### config.mk
export PLATFORM = sky130hd
export DESIGN_NAME = tmr_host_if
export DESIGN_NICKNAME = d
export VERILOG_FILES = /design/src/rtl/tmr_pkg.sv /design/src/rtl/tmr_bus_dec.sv /design/src/rtl/tmr_chan_regs.sv /design/src/rtl/tmr_rd_mux.sv /design/src/rtl/tmr_host_if.sv
export SDC_FILE = /design/constraint.sdc
export NUM_CORES = 1
export LEC_CHECK = 0
export ABC_AREA = 1
export BUFFER_PORTS_ARGS = -buffer_cell sky130_fd_sc_hd__clkbuf_2
export CAP_MARGIN = 10
export CORE_AREA = 2 2 146 148
export CTS_CLUSTER_DIAMETER = 30
export DETAILED_ROUTE_END_ITERATION = 10
export DIE_AREA = 0 0 148 150
export GPL_TIMING_DRIVEN = 0
export PLACE_DENSITY = 0.76
export SLEW_MARGIN = 15
export SYNTH_ARGS = -nofsm -noshare
export SYNTH_HDL_FRONTEND = slang
export SYNTH_SLANG_ARGS = --single-unit
### constraint.sdc
create_clock -name clk -period 3.01 [get_ports clk]
set_input_delay 0.1505 -clock clk [delete_from_list [all_inputs] [get_ports clk]]
set_output_delay 0.1505 -clock clk [all_outputs]
set_load 0.02 [all_outputs]
### src/rtl/tmr_pkg.sv
package tmr_pkg;

    typedef enum logic [1:0] {
        FMT_FREEZE = 2'b00,
        FMT_HI     = 2'b01,
        FMT_LO     = 2'b10,
        FMT_LOHI   = 2'b11
    } acc_fmt_t;

    typedef struct packed {
        logic [1:0] sel;
        acc_fmt_t   fmt;
        logic [2:0] mode;
        logic       bcd;
    } ctl_word_t;

    localparam logic [1:0] CTL_ADDR  = 2'd3;
    localparam logic [1:0] SEL_BCAST = 2'd3;

endpackage

### src/rtl/tmr_bus_dec.sv
module tmr_bus_dec
    import tmr_pkg::*;
#(
    parameter int NCH = 3,
    parameter int DW  = 8
) (
    input  logic          cs_n,
    input  logic          rd_n,
    input  logic          wr_n,
    input  logic [1:0]    addr,
    input  logic [DW-1:0] din,
    output ctl_word_t     cw,
    output logic          rd_act,
    output logic [NCH-1:0] cw_prog,
    output logic [NCH-1:0] cnt_frz,
    output logic [NCH-1:0] sts_cap,
    output logic [NCH-1:0] d_wr,
    output logic [NCH-1:0] d_rd
);

    logic wr_act;
    logic ctl_wr;

    always_comb begin
        wr_act = !cs_n && !wr_n;
        rd_act = !cs_n && !rd_n && wr_n;
        ctl_wr = wr_act && (addr == CTL_ADDR);
        cw     = ctl_word_t'(din[7:0]);
    end

    for (genvar i = 0; i < NCH; i++) begin : g_ch
        localparam logic [1:0] IDX = 2'(i);
        always_comb begin
            cw_prog[i] = ctl_wr && (cw.sel == IDX) && (cw.fmt != FMT_FREEZE);
            cnt_frz[i] = ctl_wr && (((cw.sel == IDX) && (cw.fmt == FMT_FREEZE)) ||
                                    ((cw.sel == SEL_BCAST) && !din[5] && din[1+i]));
            sts_cap[i] = ctl_wr && (cw.sel == SEL_BCAST) && !din[4] && din[1+i];
            d_wr[i]    = wr_act && (addr == IDX);
            d_rd[i]    = rd_act && (addr == IDX);
        end
    end

endmodule

### src/rtl/tmr_chan_regs.sv
module tmr_chan_regs
    import tmr_pkg::*;
#(
    parameter int DW = 8
) (
    input  logic           clk,
    input  logic           rst_n,
    input  ctl_word_t      cw,
    input  logic           cw_prog,
    input  logic           cnt_frz,
    input  logic           sts_cap,
    input  logic           d_wr,
    input  logic           d_rd,
    input  logic [DW-1:0]  din,
    input  logic [2*DW-1:0] live,
    input  logic           out_pin,
    input  logic           null_flag,
    output logic [2:0]     mode,
    output logic           bcd,
    output logic [2*DW-1:0] count,
    output logic           load,
    output logic           first,
    output logic           ctrl,
    output logic [DW-1:0]  rd_byte
);

    localparam int CW = 2 * DW;

    typedef struct packed {
        logic [2:0]    mode;
        acc_fmt_t      fmt;
        logic          bcd;
        logic          ptr;
        logic [DW-1:0] lo_hold;
        logic [CW-1:0] cnt;
        logic          load;
        logic          first;
        logic          ctrl;
        logic          frz_v;
        logic [CW-1:0] frz;
        logic          sts_v;
        logic [DW-1:0] sts;
    } chan_st_t;

    chan_st_t st_d, st_q;
    logic [CW-1:0] rd_src;
    logic          take_hi;

    always_comb begin
        st_d       = st_q;
        st_d.load  = 1'b0;
        st_d.first = 1'b0;
        st_d.ctrl  = 1'b0;

        if (cw_prog) begin
            st_d.mode  = cw.mode;
            st_d.fmt   = cw.fmt;
            st_d.bcd   = cw.bcd;
            st_d.ptr   = 1'b0;
            st_d.frz_v = 1'b0;
            st_d.sts_v = 1'b0;
            st_d.ctrl  = 1'b1;
        end

        if (cnt_frz && !st_q.frz_v) begin
            st_d.frz_v = 1'b1;
            st_d.frz   = live;
        end

        if (sts_cap && !st_q.sts_v) begin
            st_d.sts_v = 1'b1;
            st_d.sts   = DW'({out_pin, null_flag, st_q.fmt, st_q.mode, st_q.bcd});
        end

        if (d_wr) begin
            unique case (st_q.fmt)
                FMT_LO: begin
                    st_d.cnt  = {{DW{1'b0}}, din};
                    st_d.load = 1'b1;
                end
                FMT_HI: begin
                    st_d.cnt  = {din, {DW{1'b0}}};
                    st_d.load = 1'b1;
                end
                FMT_LOHI: begin
                    if (!st_q.ptr) begin
                        st_d.lo_hold = din;
                        st_d.first   = 1'b1;
                        st_d.ptr     = 1'b1;
                    end else begin
                        st_d.cnt  = {din, st_q.lo_hold};
                        st_d.load = 1'b1;
                        st_d.ptr  = 1'b0;
                    end
                end
                default: ;
            endcase
        end

        if (d_rd) begin
            if (st_q.sts_v) begin
                st_d.sts_v = 1'b0;
            end else begin
                if (st_q.fmt == FMT_LOHI) begin
                    st_d.ptr = !st_q.ptr;
                end
                if ((st_q.fmt != FMT_LOHI) || st_q.ptr) begin
                    st_d.frz_v = 1'b0;
                end
            end
        end
    end

    always_ff @(posedge clk or negedge rst_n) begin
        if (!rst_n) begin
            st_q <= '{mode: 3'd0, fmt: FMT_FREEZE, bcd: 1'b0, ptr: 1'b0,
                      lo_hold: '0, cnt: '0, load: 1'b0, first: 1'b0,
                      ctrl: 1'b0, frz_v: 1'b0, frz: '0, sts_v: 1'b0, sts: '0};
        end else begin
            st_q <= st_d;
        end
    end

    always_comb begin
        rd_src  = st_q.frz_v ? st_q.frz : live;
        take_hi = (st_q.fmt == FMT_HI) || ((st_q.fmt == FMT_LOHI) && st_q.ptr);
        if (st_q.sts_v) begin
            rd_byte = st_q.sts;
        end else if (take_hi) begin
            rd_byte = rd_src[CW-1:DW];
        end else begin
            rd_byte = rd_src[DW-1:0];
        end
        mode  = st_q.mode;
        bcd   = st_q.bcd;
        count = st_q.cnt;
        load  = st_q.load;
        first = st_q.first;
        ctrl  = st_q.ctrl;
    end

endmodule

### src/rtl/tmr_rd_mux.sv
module tmr_rd_mux #(
    parameter int NCH = 3,
    parameter int DW  = 8
) (
    input  logic              rd_act,
    input  logic [1:0]        addr,
    input  logic [NCH*DW-1:0] rd_bytes,
    output logic [DW-1:0]     dout
);

    always_comb begin
        dout = '0;
        for (int i = 0; i < NCH; i++) begin
            if (rd_act && (addr == 2'(i))) begin
                dout = rd_bytes[i*DW +: DW];
            end
        end
    end

endmodule

### src/rtl/tmr_host_if.sv
module tmr_host_if
    import tmr_pkg::*;
#(
    parameter int NCH = 3,
    parameter int DW  = 8
) (
    input  logic                clk,
    input  logic                rst_n,
    input  logic                cs_n,
    input  logic                rd_n,
    input  logic                wr_n,
    input  logic [1:0]          addr,
    input  logic [DW-1:0]       din,
    output logic [DW-1:0]       dout,
    output logic [NCH*3-1:0]    ch_mode,
    output logic [NCH-1:0]      ch_bcd,
    output logic [NCH*2*DW-1:0] ch_count,
    output logic [NCH-1:0]      ch_load,
    output logic [NCH-1:0]      ch_first,
    output logic [NCH-1:0]      ch_ctrl,
    input  logic [NCH*2*DW-1:0] ch_live,
    input  logic [NCH-1:0]      ch_out,
    input  logic [NCH-1:0]      ch_null
);

    localparam int CW = 2 * DW;

    ctl_word_t          cw;
    logic               rd_act;
    logic [NCH-1:0]     cw_prog, cnt_frz, sts_cap, d_wr, d_rd;
    logic [NCH*DW-1:0]  rd_bytes;

    tmr_bus_dec #(.NCH(NCH), .DW(DW)) u_dec (
        .cs_n    (cs_n),
        .rd_n    (rd_n),
        .wr_n    (wr_n),
        .addr    (addr),
        .din     (din),
        .cw      (cw),
        .rd_act  (rd_act),
        .cw_prog (cw_prog),
        .cnt_frz (cnt_frz),
        .sts_cap (sts_cap),
        .d_wr    (d_wr),
        .d_rd    (d_rd)
    );

    for (genvar i = 0; i < NCH; i++) begin : g_chan
        tmr_chan_regs #(.DW(DW)) u_regs (
            .clk       (clk),
            .rst_n     (rst_n),
            .cw        (cw),
            .cw_prog   (cw_prog[i]),
            .cnt_frz   (cnt_frz[i]),
            .sts_cap   (sts_cap[i]),
            .d_wr      (d_wr[i]),
            .d_rd      (d_rd[i]),
            .din       (din),
            .live      (ch_live[i*CW +: CW]),
            .out_pin   (ch_out[i]),
            .null_flag (ch_null[i]),
            .mode      (ch_mode[i*3 +: 3]),
            .bcd       (ch_bcd[i]),
            .count     (ch_count[i*CW +: CW]),
            .load      (ch_load[i]),
            .first     (ch_first[i]),
            .ctrl      (ch_ctrl[i]),
            .rd_byte   (rd_bytes[i*DW +: DW])
        );
    end

    tmr_rd_mux #(.NCH(NCH), .DW(DW)) u_mux (
        .rd_act   (rd_act),
        .addr     (addr),
        .rd_bytes (rd_bytes),
        .dout     (dout)
    );

endmodule

==> flow_summary.toml <==
[synthesis]
netlist.top_cell.by_area = "dfrtp_1"
yosys.cell_types.count = 32
syn-num-nets = 1239
ys_seq_elements = 180
yosys.area_share.simple_pct = 26.3
yosysWarningCount = 0
yosysSeqAreaShare_pct = 49.0
syn_inst = 1170
synthXorXnorAreaFrac_pct = 0
asyncSetResetFlopFracSynth_pct = 100
syn_area_per_cell_um2 = 7.86
synth_enable_flop_cells = 0
post_synth_main_area_contributors = "dfrtp_1 (49%), nand2_1 (16%), buf_4 (5.9%)"
synth_largest_type_area_fraction_pct = 49.0
dominantRegCellSynth = "dfrtp_1"
combinational_family_with_the_most_area_after_synthesis = "simple AND/OR/NAND/NOR gates"
synth-compound-area-share_pct = 11.6
synth_fa_ha_area_share_pct = 0
post_synth_mux_area_share_pct = 0
post_synth_instance_area_um2 = 9190

[detailed_routing]
drt.antenna.violating_nets = 0
drt-wirelength-per-cell_um = 15.2
drt-initial-drc-count = 679
routed_wl_mm = 25.5
detail_route.vias_per_cell = 5.00
vias = 8389
route.detailed.drc = 0
drt_pre_antenna_iters = 5

[placed_design]
io_buffers = 145
place_congestion = 0.889
post_detailed_placement_half_perimeter_wirelength_mm = 18.0

[pwr]
power_density_nw_per_um2 = 707
power.share.switching_pct = 36.4
power.internal_mw = 5.16
power.total_mw = 8.12
irDropWorstVdd_mv = 0.462
p_switching_mw = 2.95
pwr-share-clk_pct = 27.5
comb_power_share_pct = 32.3
power_leakage_nw = 6.06
seq_power_share_pct = 40.3

[critical_path]
cpLargestDelayFamily = "compound AO/OA/AOI/OAI gates"
critPathLaunchType = "flop"
endpoint_kind = "output pin"
cp_common_cell = "nand2_1"
critical_path_arrival_ns = 2.48
critical_path_peak_fanout = 10
timing.setup.critical_path_class = "flop to output pin"
crit_chain = "clkbuf_1, o21ai_0, nand2_1, nand2_1, nand2_1, nand2_1, nand2_1, nand3_1, clkbuf_2"
setup.reg_to_reg.worst_slack_ns = 1.29
critical_path.slowest_cell = "o21ai_0"
worst_path_required_ns = 2.86
critical_path_buf_inv_count = 2
crit_path_max_incr_delay_ns = 0.66

[sta]
min_period_ns = 2.63
unrepaired_setup_endpoints_after_global_routing = "false"
timing.hold.ws_ns = 0.00574
report.final.setup_viol = 0
fin_crit_sh_pct = 87.5
worstMarginPinSlew_ns = 0.737
max_slew_margin_pct = 50.4
maxSlewViolCount = 0
clock.fmax_mhz = 380
worst_clock_skew_ns = 0.00912
final_hold_viol_count = 0

[clock_tree]
buffers_from_clock_root_to_sink_at_most = 2
clkSlewWorstSetupHoldPaths_ns = 0.08
cts.root.buffer_cell = "clkbuf_16"
cts.sink_count = 180
h-tree-depth = 4
clk-insertion-delay-late_ns = 0.44
holdBufCountCts = 54
cts_setup_buffers = 0
cts_buffers = 17
number_of_instances_resized_during_post_cts_repair = 0
cts_tree = "built"

[global_routing]
grt.overflow.total = 0
number_of_antenna_violations_at_the_first_check_in_global_routing = 1
first_global_vias = 8113
grt_pass1_wl_mm = 40.6
global_routing_usage_summed_across_all_routing_layers_pct = 23.4
grt_start_max_net_pins = 81

[flow_run]
max_cap_violations = 0

[die]
die-area_um2 = 22200
core_region_area_um2 = 20700
initial_utilization_pct = 44.4
top_level_ports = 146
dieHeight_um = 150
num_rows = 53
die-width_um = 148

[layout]
fillerInstances = 1929
design.final.nets = 1459
layout-drive-gt1-share_pct = 22.1
area_added_between_synthesis_and_finish_pct = 24.8

[min_path]
min_path_type = "primary input to flop"

[outcome]
result_of_the_run = "finished, final reports clean"
[cells by family after synthesis]
logic type,after synthesis
buffers and inverters,232
AOI/OAI and AO/OA,179
DFF,180
and+or+nand+nor,579
[state kept, by name (all words and copies together), names as in the netlist]
register and flops:
g_chan.u_regs.mode 9, g_chan.u_regs.count 48, g_chan.u_regs.first 3, g_chan.u_regs.load 3, g_chan.u_regs.st_q 111, g_chan.u_regs.bcd 3
g_chan.u_regs.ctrl 3
[final timing paths]
kind	from	end	cells past startpoint
worst min-delay path	ch_live[31]	g_chan[1].u_regs.st_q[24]	3
worst max register to register	g_chan[2].u_regs.st_q[56]	g_chan[2].u_regs.count[13]	5
worst min register to register	g_chan[0].u_regs.st_q[11]	g_chan[0].u_regs.st_q[11]	2
max in group asynchronous	rst_n	g_chan[1].u_regs.st_q[24]	3
min in group asynchronous	rst_n	g_chan[0].u_regs.st_q[13]	2
worst max-delay path	g_chan[1].u_regs.st_q[53]	dout[5]	9
[cell type report]
| class | count | area, um2 | area share [%] |
|---|---|---|---|
| buffer | 114 | 764 | 6.66 |
| inverter | 118 | 445 | 3.88 |
| timing repair buffer | 201 | 1330 | 11.6 |
| tap | 275 | 344 | 3.00 |
| antenna | 1 | 2.50 | 0.0218 |
| sequential | 180 | 4500 | 39.2 |
| clock inverter | 15 | 180 | 1.57 |
| clock buffer | 17 | 425 | 3.71 |
| multi-input combinational | 758 | 3480 | 30.3 |
[power by group through the flow]
stage | sequential [mW] | clock (mW) | combinational (mW)
final | 3.27 | 2.23 | 2.62
after global routing | 3.33 | 2.35 | 2.89
after CTS | 3.27 | 2.26 | 2.63
after detailed placement | 3.30 | 0 | 2.56
after global placement | 3.29 | 0 | 2.50
after floorplan | 3.19 | 0 | 1.86
[cell usage in the layout (no fill, tap or decap), types with 6 or more instances in the layout]
cell / n
o21ai_0: 90
clkbuf_1: 19
a31oi_1: 16
dfrtp_1: 180
nand4_1: 17
inv_1: 104
clkbuf_2: 145
nand2_1: 402
nand3_1: 76
buf_2: 16
o21ai_1: 13
a21oi_1: 10
clkinv_1: 9
clkinv_8: 6
buf_6: 6
buf_4: 72
nor2_1: 68
o22ai_1: 32
dlygate4sd3_1: 54
o21ai_2: 10
clkbuf_16: 17
[worst register-to-register path: cells and delay by family, from the launching register on]
family / cells / cell delay (ns)
AO/OA/AOI/OAI: 1 / 0.27
buffers and inverters: 1 / 0.26
flip-flops: 1 / 0.40
AND/OR/NAND/NOR: 3 / 0.73
[stage by stage]
| step | util, % | worst slack (ns) | TNS, ns | cell area (um2) | cells |
|---|---|---|---|---|---|
| 2_1_floorplan | - | 1.44 | 0 | 9190 | 1170 |
| 3_3_place_gp | 49.6 | -1.62 | -289.93 | 10300 | 1590 |
| 3_5_place_dp | 49.9 | 0.913 | 0 | 10300 | 1592 |
| 4_1_cts | 55.5 | 0.423 | 0 | 11500 | 1678 |
| 5_1_grt | 55.5 | 0.271 | 0 | 11500 | 1679 |
| 6_report | 55.5 | 0.377 | 0 | 11500 | 1679 |
[routing by layer]
| layer | GRT usage, % | part of all wire [%] |
|---|---|---|
| met1 | 30.7 | 44 |
| met2 | 38.1 | 47 |
| met3 | 4.02 | 5.9 |
| met4 | 10.6 | 3.5 |
| met5 | 0 | 0 |
[synthesized netlist by cell type (3+ instances only)]
master / n
nand3_1: 76
buf_2: 16
a21oi_1: 10
a21oi_2: 3
nand3_2: 4
o22ai_1: 32
o21ai_2: 10
buf_6: 6
inv_1: 104
nand4_1: 17
inv_2: 4
nand2_1: 402
nor2_1: 68
o21ai_0: 90
clkinv_1: 9
o21ai_1: 13
buf_4: 72
a31oi_1: 16
dfrtp_1: 180
nor3_1: 3
clkbuf_1: 19
(Power assumes the default switching activity.)
